File: src/rtl/alu_slice_pkg.sv
package alu_slice_pkg;

    // Conditioning applied to the B bit in arithmetic mode
    typedef enum logic [1:0] {
        BSEL_ZERO = 2'b00,
        BSEL_TRUE = 2'b01,
        BSEL_INV  = 2'b10,
        BSEL_ONES = 2'b11
    } bsel_e;

    // Bitwise function chosen in logic mode
    typedef enum logic [1:0] {
        LFN_OR   = 2'b00,
        LFN_XOR  = 2'b01,
        LFN_AND  = 2'b10,
        LFN_NOTA = 2'b11
    } lfn_e;

endpackage

File: src/rtl/alu_b_cond.sv
module alu_b_cond
    import alu_slice_pkg::*;
(
    input  logic       b_bit,
    input  logic [1:0] fsel,
    output logic       b_out
);

    bsel_e sel;

    always_comb begin
        sel = bsel_e'(fsel);
        unique case (sel)
            BSEL_ZERO: b_out = 1'b0;
            BSEL_TRUE: b_out = b_bit;
            BSEL_INV:  b_out = ~b_bit;
            BSEL_ONES: b_out = 1'b1;
        endcase
    end

endmodule

File: src/rtl/alu_logic_mux.sv
module alu_logic_mux
    import alu_slice_pkg::*;
(
    input  logic       a_bit,
    input  logic       b_bit,
    input  logic [1:0] fsel,
    output logic       l_out
);

    lfn_e fn;

    always_comb begin
        fn = lfn_e'(fsel);
        unique case (fn)
            LFN_OR:   l_out = a_bit | b_bit;
            LFN_XOR:  l_out = a_bit ^ b_bit;
            LFN_AND:  l_out = a_bit & b_bit;
            LFN_NOTA: l_out = ~a_bit;
        endcase
    end

endmodule

File: src/rtl/alu_bit_stage.sv
module alu_bit_stage (
    input  logic       a_bit,
    input  logic       b_bit,
    input  logic       c_in,
    input  logic       mode_logic,
    input  logic [1:0] fsel,
    output logic       f_bit,
    output logic       c_out,
    output logic       b_used
);

    logic sum_bit;
    logic gen_carry;
    logic lgc_bit;

    alu_b_cond u_cond (
        .b_bit (b_bit),
        .fsel  (fsel),
        .b_out (b_used)
    );

    alu_logic_mux u_lmux (
        .a_bit (a_bit),
        .b_bit (b_bit),
        .fsel  (fsel),
        .l_out (lgc_bit)
    );

    // Full adder on A and conditioned B
    always_comb begin
        sum_bit   = a_bit ^ b_used ^ c_in;
        gen_carry = (a_bit & b_used) | (c_in & (a_bit ^ b_used));
    end

    // Two-way result choice; carry silenced on the bitwise path
    always_comb begin
        f_bit = mode_logic ? lgc_bit : sum_bit;
        c_out = mode_logic ? 1'b0 : gen_carry;
    end

    always_comb begin
        if (mode_logic) begin
            AST_STAGE_NO_CARRY: assert (c_out == 1'b0);
        end
    end

endmodule

File: src/rtl/mode_ripple_alu.sv
module mode_ripple_alu #(
    parameter int WIDTH = 4
) (
    input  logic [WIDTH-1:0] opnd_a,
    input  logic [WIDTH-1:0] opnd_b,
    input  logic             mode_logic,
    input  logic [1:0]       fsel,
    input  logic             carry_in,
    output logic [WIDTH-1:0] result,
    output logic             carry_out
);

    localparam int CHAIN_LEN = WIDTH + 1;

    logic [CHAIN_LEN-1:0] carry_chain;
    logic [WIDTH-1:0]     b_cond_vec;

    assign carry_chain[0] = carry_in;

    for (genvar i = 0; i < WIDTH; i++) begin : g_stage
        alu_bit_stage u_stage (
            .a_bit      (opnd_a[i]),
            .b_bit      (opnd_b[i]),
            .c_in       (carry_chain[i]),
            .mode_logic (mode_logic),
            .fsel       (fsel),
            .f_bit      (result[i]),
            .c_out      (carry_chain[i+1]),
            .b_used     (b_cond_vec[i])
        );
    end

    assign carry_out = carry_chain[WIDTH];

    // Guards: the rippled chain against a wide add of the same terms
    logic [WIDTH:0] wide_sum;

    always_comb begin
        wide_sum = {1'b0, opnd_a} + {1'b0, b_cond_vec} + {{WIDTH{1'b0}}, carry_in};
        if (!mode_logic) begin
            AST_RIPPLE_MATCH: assert ({carry_out, result} == wide_sum);
            if (fsel == 2'b10 && carry_in) begin
                AST_NO_BORROW: assert (carry_out == (opnd_a >= opnd_b));
            end
            if (fsel == 2'b00 && !carry_in) begin
                AST_TRANSFER: assert (result == opnd_a);
            end
            if (fsel == 2'b11 && !carry_in) begin
                AST_DECREMENT: assert (result == WIDTH'(opnd_a - 1'b1));
            end
        end else begin
            AST_LOGIC_CARRY_ZERO: assert (carry_out == 1'b0);
            if (fsel == 2'b11) begin
                AST_LOGIC_NOT: assert (result == ~opnd_a);
            end
        end
    end

endmodule

File: config.mk
export PLATFORM = sky130hd
export DESIGN_NAME = mode_ripple_alu
export DESIGN_NICKNAME = d
export VERILOG_FILES = /design/src/rtl/alu_slice_pkg.sv /design/src/rtl/alu_b_cond.sv /design/src/rtl/alu_logic_mux.sv /design/src/rtl/alu_bit_stage.sv /design/src/rtl/mode_ripple_alu.sv
export SDC_FILE = /design/constraint.sdc
export NUM_CORES = 1
export LEC_CHECK = 0
export BUFFER_PORTS_ARGS = -buffer_cell sky130_fd_sc_hd__buf_2
export CORE_AREA = 2 2 39 41
export DETAILED_ROUTE_END_ITERATION = 8
export DIE_AREA = 0 0 41 43
export PLACE_DENSITY_LB_ADDON = 0.2
export SLEW_MARGIN = 10
export SYNTH_ARGS = -nofsm -noshare
export SYNTH_HDL_FRONTEND = slang
export SYNTH_HIERARCHICAL = 1
export SYNTH_SLANG_ARGS = --single-unit
File: constraint.sdc
create_clock -name vclk -period 3.8
set_input_delay 0.38 -clock vclk [all_inputs]
set_output_delay 0.38 -clock vclk [all_outputs]
set_load 0.02 [all_outputs]
Yosys cells after proc, flatten, opt, wreduce, memory -nomap -nowiden
Index checks and enable logic that the tools add are counted.
{"block": "op_classes", "eq_ne": 3, "muxes": 16, "bitwise": 40, "reduce_logical": 1}
{"op": "one-hot mux 1 bit (4 select lines)", "count": 8}
{"op": "AND 1 bit", "count": 12}
{"op": "XOR 1 bit", "count": 12}
{"op": "two-way mux 1 bit", "count": 8}
{"op": "inverter 1 bit", "count": 8}
{"op": "bitwise OR 1 bit", "count": 8}
{"op": "== test 2 bit, second input constant", "count": 2}
{"op": "== test 2 x 1 -> 1 bit, second input constant", "count": 1}
{"op": "logical NOT 2 bit", "count": 1}
{"block": "totals", "regBits": 0, "input_bits": 12, "output_inout_bits": 5, "wordCells": 60}

Longest topological paths before layout
{"block": "logic_depth", "depth_word": 15, "ltp_mapped": 9, "depth_no_buf": 9}

Modules after synthesis
The synthesis kept the hierarchy.
{"mod": "alu_logic_mux", "n_inst": 4, "cells_per_inst": 6, "area_each_um2": 58.8, "seq_area_each_um2": 0.0}
{"mod": "alu_bit_stage", "n_inst": 4, "cells_per_inst": 3, "area_each_um2": 43.8, "seq_area_each_um2": 0.0}
{"mod": "alu_b_cond", "n_inst": 4, "cells_per_inst": 1, "area_each_um2": 15.0, "seq_area_each_um2": 0.0}

Least setup slack after synthesis
Ideal clock, no wire load.
{"block": "synth_path", "path_type": "in2out", "start": "input opnd_b[0]", "end": "output result[3]", "t_arrival_ns": 3.086, "required_time_ns": 3.420, "slack_ns": 0.334, "cell_stages": 9, "n_path_buf": 0, "cell_sequence": "mux2_4 fa_1 and2b_2 fa_1 and2b_2 fa_1 and2b_2 fa_1 mux2_4"}
{"block": "synth_between", "elab_chain_cells": 14, "elab_cells_between_ends": 15, "classes_between": "mux (5); bitwise (10)"}
{"element": "start, declared", "line_no": "mode_ripple_alu.sv:5", "rtl": "input logic [WIDTH-1:0] opnd_b,"}
{"element": "inverter 1 bit", "line_no": "alu_b_cond.sv:16", "rtl": "BSEL_INV: b_out = ~b_bit;"}
{"element": "one-hot mux 1 bit (4 select lines) *", "line_no": "alu_b_cond.sv:13", "rtl": "unique case (sel)"}
{"element": "XOR 1 bit", "line_no": "alu_bit_stage.sv:32", "rtl": "gen_carry = (a_bit & b_used) | (c_in & (a_bit ^ b_used));"}
{"element": "AND 1 bit", "line_no": "alu_bit_stage.sv:32"}
{"element": "bitwise OR 1 bit *", "line_no": "alu_bit_stage.sv:32"}
{"element": "two-way mux 1 bit *", "line_no": "alu_bit_stage.sv:38", "rtl": "c_out = mode_logic ? 1'b0 : gen_carry;"}
{"element": "net carry_chain[1]", "line_no": "mode_ripple_alu.sv:15", "rtl": "logic [CHAIN_LEN-1:0] carry_chain;"}
{"element": "AND 1 bit *", "line_no": "alu_bit_stage.sv:32"}
{"element": "bitwise OR 1 bit *", "line_no": "alu_bit_stage.sv:32"}
{"element": "two-way mux 1 bit *", "line_no": "alu_bit_stage.sv:38"}
{"element": "net carry_chain[2]", "line_no": "mode_ripple_alu.sv:15"}
{"element": "AND 1 bit *", "line_no": "alu_bit_stage.sv:32"}
{"element": "bitwise OR 1 bit *", "line_no": "alu_bit_stage.sv:32"}
{"element": "two-way mux 1 bit *", "line_no": "alu_bit_stage.sv:38"}
{"element": "net carry_chain[3]", "line_no": "mode_ripple_alu.sv:15"}
{"element": "XOR 1 bit *", "line_no": "alu_bit_stage.sv:31", "rtl": "sum_bit = a_bit ^ b_used ^ c_in;"}
{"element": "two-way mux 1 bit *", "line_no": "alu_bit_stage.sv:37", "rtl": "f_bit = mode_logic ? lgc_bit : sum_bit;"}
{"element": "end, declared", "line_no": "mode_ripple_alu.sv:9", "rtl": "output logic [WIDTH-1:0] result,"}
The timed path passes the listed nets; every way through them passes the cells marked *.

Worst setup path in the final report
{"block": "layout_path", "start": "input opnd_b[0]", "end": "output result[3]"}
{"block": "layout_between", "elab_chain_cells": 14, "elab_cells_between_ends": 15, "classes_between": "mux (5); bitwise (10)"}
{"element": "inverter 1 bit", "line_no": "alu_b_cond.sv:16"}
{"element": "one-hot mux 1 bit (4 select lines) *", "line_no": "alu_b_cond.sv:13"}
{"element": "net b_cond_vec[0]", "line_no": "mode_ripple_alu.sv:16", "rtl": "logic [WIDTH-1:0] b_cond_vec;"}
{"element": "XOR 1 bit", "line_no": "alu_bit_stage.sv:32"}
{"element": "AND 1 bit", "line_no": "alu_bit_stage.sv:32"}
{"element": "bitwise OR 1 bit *", "line_no": "alu_bit_stage.sv:32"}
{"element": "two-way mux 1 bit *", "line_no": "alu_bit_stage.sv:38"}
{"element": "net carry_chain[1]", "line_no": "mode_ripple_alu.sv:15"}
{"element": "[2 not listed]"}
{"element": "two-way mux 1 bit *", "line_no": "alu_bit_stage.sv:38"}
{"element": "net carry_chain[2]", "line_no": "mode_ripple_alu.sv:15"}
{"element": "AND 1 bit *", "line_no": "alu_bit_stage.sv:32"}
{"element": "bitwise OR 1 bit *", "line_no": "alu_bit_stage.sv:32"}
{"element": "two-way mux 1 bit *", "line_no": "alu_bit_stage.sv:38"}
{"element": "net carry_chain[3]", "line_no": "mode_ripple_alu.sv:15"}
{"element": "XOR 1 bit *", "line_no": "alu_bit_stage.sv:31"}
{"element": "two-way mux 1 bit *", "line_no": "alu_bit_stage.sv:37"}
Marks and branches as above.

==> key figures <==
Route
  • Drt total wl: 728 um
  • First-pass DRT Iterations: 1
  • Initial drt markers: 0
  • DRC: 0
  • Total number of vias: 337
  • Vias/cell: about 4.5
  • Routed len/inst: approximately 9.7 um
  • Final ANT Viol Nets: 0

Global route
  • Initial antenna violation count: 0
  • Pin count of the biggest net entering global routing: 9
  • Gr usage total: 0.0900
  • Grt ovf: 0
  • Via count of the first global-routing pass: between 300 and 400
  • First-pass GRT wire length: 1200 um

Floorplanning
  • DIE AREA: 1760 um^2
  • Chip height: 43 um
  • Rows: 14
  • Std-Cell Core Area: 1380 um^2
  • Die extent in x: 41 um
  • Initial Util: 0.340
  • Io pins: 17

Cells and area
  • Post-layout nets: 85
  • Layout area overhead: 27.1%
  • # fillers: 138
  • Layout clock buffers: 0
  • Layout cells sized above 1: 0.627
  • Register area: 0 um^2
  • Diode count: 0
  • Seq cells: 0

Worst hold path
  • Worst hold path class: input pin to output port

Timing
  • RSZ-0062 raised after global routing: false
  • Slew HR: 0.874
  • Final Hold Vio Count: 0
  • Hold slack: 1.26 ns
  • Slew @ Worst Pin: approximately 0.19 ns
  • Final setup vio count: 0
  • Tcrit/Tclk final: 0.967
  • Setup TNS: 0 ns
  • Slew Limit Fails: 0
  • Final min period: roughly 3.7 ns
  • Max Clock Freq: 272 MHz

Synthesis
  • Area leader, netlist: mux2_4
  • Syn avg cell area: between 10 and 15 um^2
  • Mapped Area: 470 um^2
  • Post-synthesis cell type count: 6
  • Syn Nets: 64
  • Post-Synthesis Cells: 40
  • Synth top area share: 0.255
  • Sequential fraction of the synthesis area: 0
  • YS warnings: 6
  • Synth top area cells: mux2_4 (26%), ha_1 (21%), mux4_2 (19%)

Power and ir drop
  • Leak: 0.336 nW
  • Overall Power: just over 0.08 mW
  • Peak VDD IR: 0.0432 mV
  • Pwr per Cell Area: approximately 140 nW/um^2

Setup path
  • Startpoint Class: input pin
  • CP Data Required Time: 3.42 ns
  • CP Class: input pin to output port
  • Worst Setup End Kind: output port
  • Critical path fanouts, max: 3
  • Worst EP arrival: 3.30 ns

Placed design
  • Number of buffers added on ports: 17
  • Gpl congestion: 0.595
  • HPWL Detailed: 670 um

Status
  • Outcome: finished clean

Job
  • Max Cap Viol: 0

Clock network
  • Total setup buffers inserted after CTS: 0
## power by group
part / internal, mW / switching, mW / total (mW)
clock: 0 / 0 / 0
combinational: 0.0447 / 0.0363 / 0.0810
sequential: 0 / 0 / 0
total: 0.0447 / 0.0363 / 0.0810
## worst max-delay path, stage by stage
cell and delay [ns]:
buf_2 0.12, mux2_4 0.30, fa_2 0.31, and2b_2 0.21, fa_2 0.33, and2b_2 0.20, fa_1 0.37, and2b_2 0.21
fa_1 0.44, mux2_4 0.27, buf_4 0.16
## logic make-up after synthesis
family                     Yosys count  share of synthesized area
muxes                               12                      0.447
adders and majority gates           12                      0.383
buffers and inverters               12                     0.0957
and+or+nand+nor                      4                     0.0745
## per-stage QoR
stage	cells	area, um^2	setup slack [ns]	utilization
CTS	75	591	0.0380	0.427
global placement	75	591	0.0281	0.427
floorplan	40	470	0.334	-
finish	75	598	0.125	0.432
detailed placement	75	591	0.0393	0.427
global route	75	598	0.00274	0.432
## synth_stat cells
master    n
mux4_2    4
ha_1      8
and2b_2   4
fa_1      4
inv_1    12
mux2_4    8
## layer usage
layer,GRT usage,up-vias,wire [um]
met3,0,0,39
li1,-,170,-
met1,0.115,155,310
met2,0.169,12,379
met4,0,0,0
met5,0,-,0
## final timing paths
path / depth (start not counted) / slack [ns] / startpoint / endpoint
hold / removal: 3 / 1.26 / mode_logic / result[3]
setup / recovery: 11 / 0.12 / opnd_b[0] / result[3]
## repair_timing
item / in CTS / in global routing
endpoints found under the setup margin: 0 / 1
gates resized for setup: 0 / 3
hold buffers: 0 / 0
## layout make-up
type	count	area, um^2	share of cell area
Multi-Input combinational cell	28	430	0.720
Inverter	12	45.0	0.0753
Tap cell	16	20.0	0.0335
Timing Repair Buffer	19	103	0.172
## cells in the final DEF (no fill, tap or decap)
master and instances:
ha_1 8, fa_1 2, buf_4 3, inv_1 12
fa_2 2, and2b_2 4, buf_2 16, mux4_2 4
mux2_4 8
No activity file was read; power rests on OpenSTA's default activity.
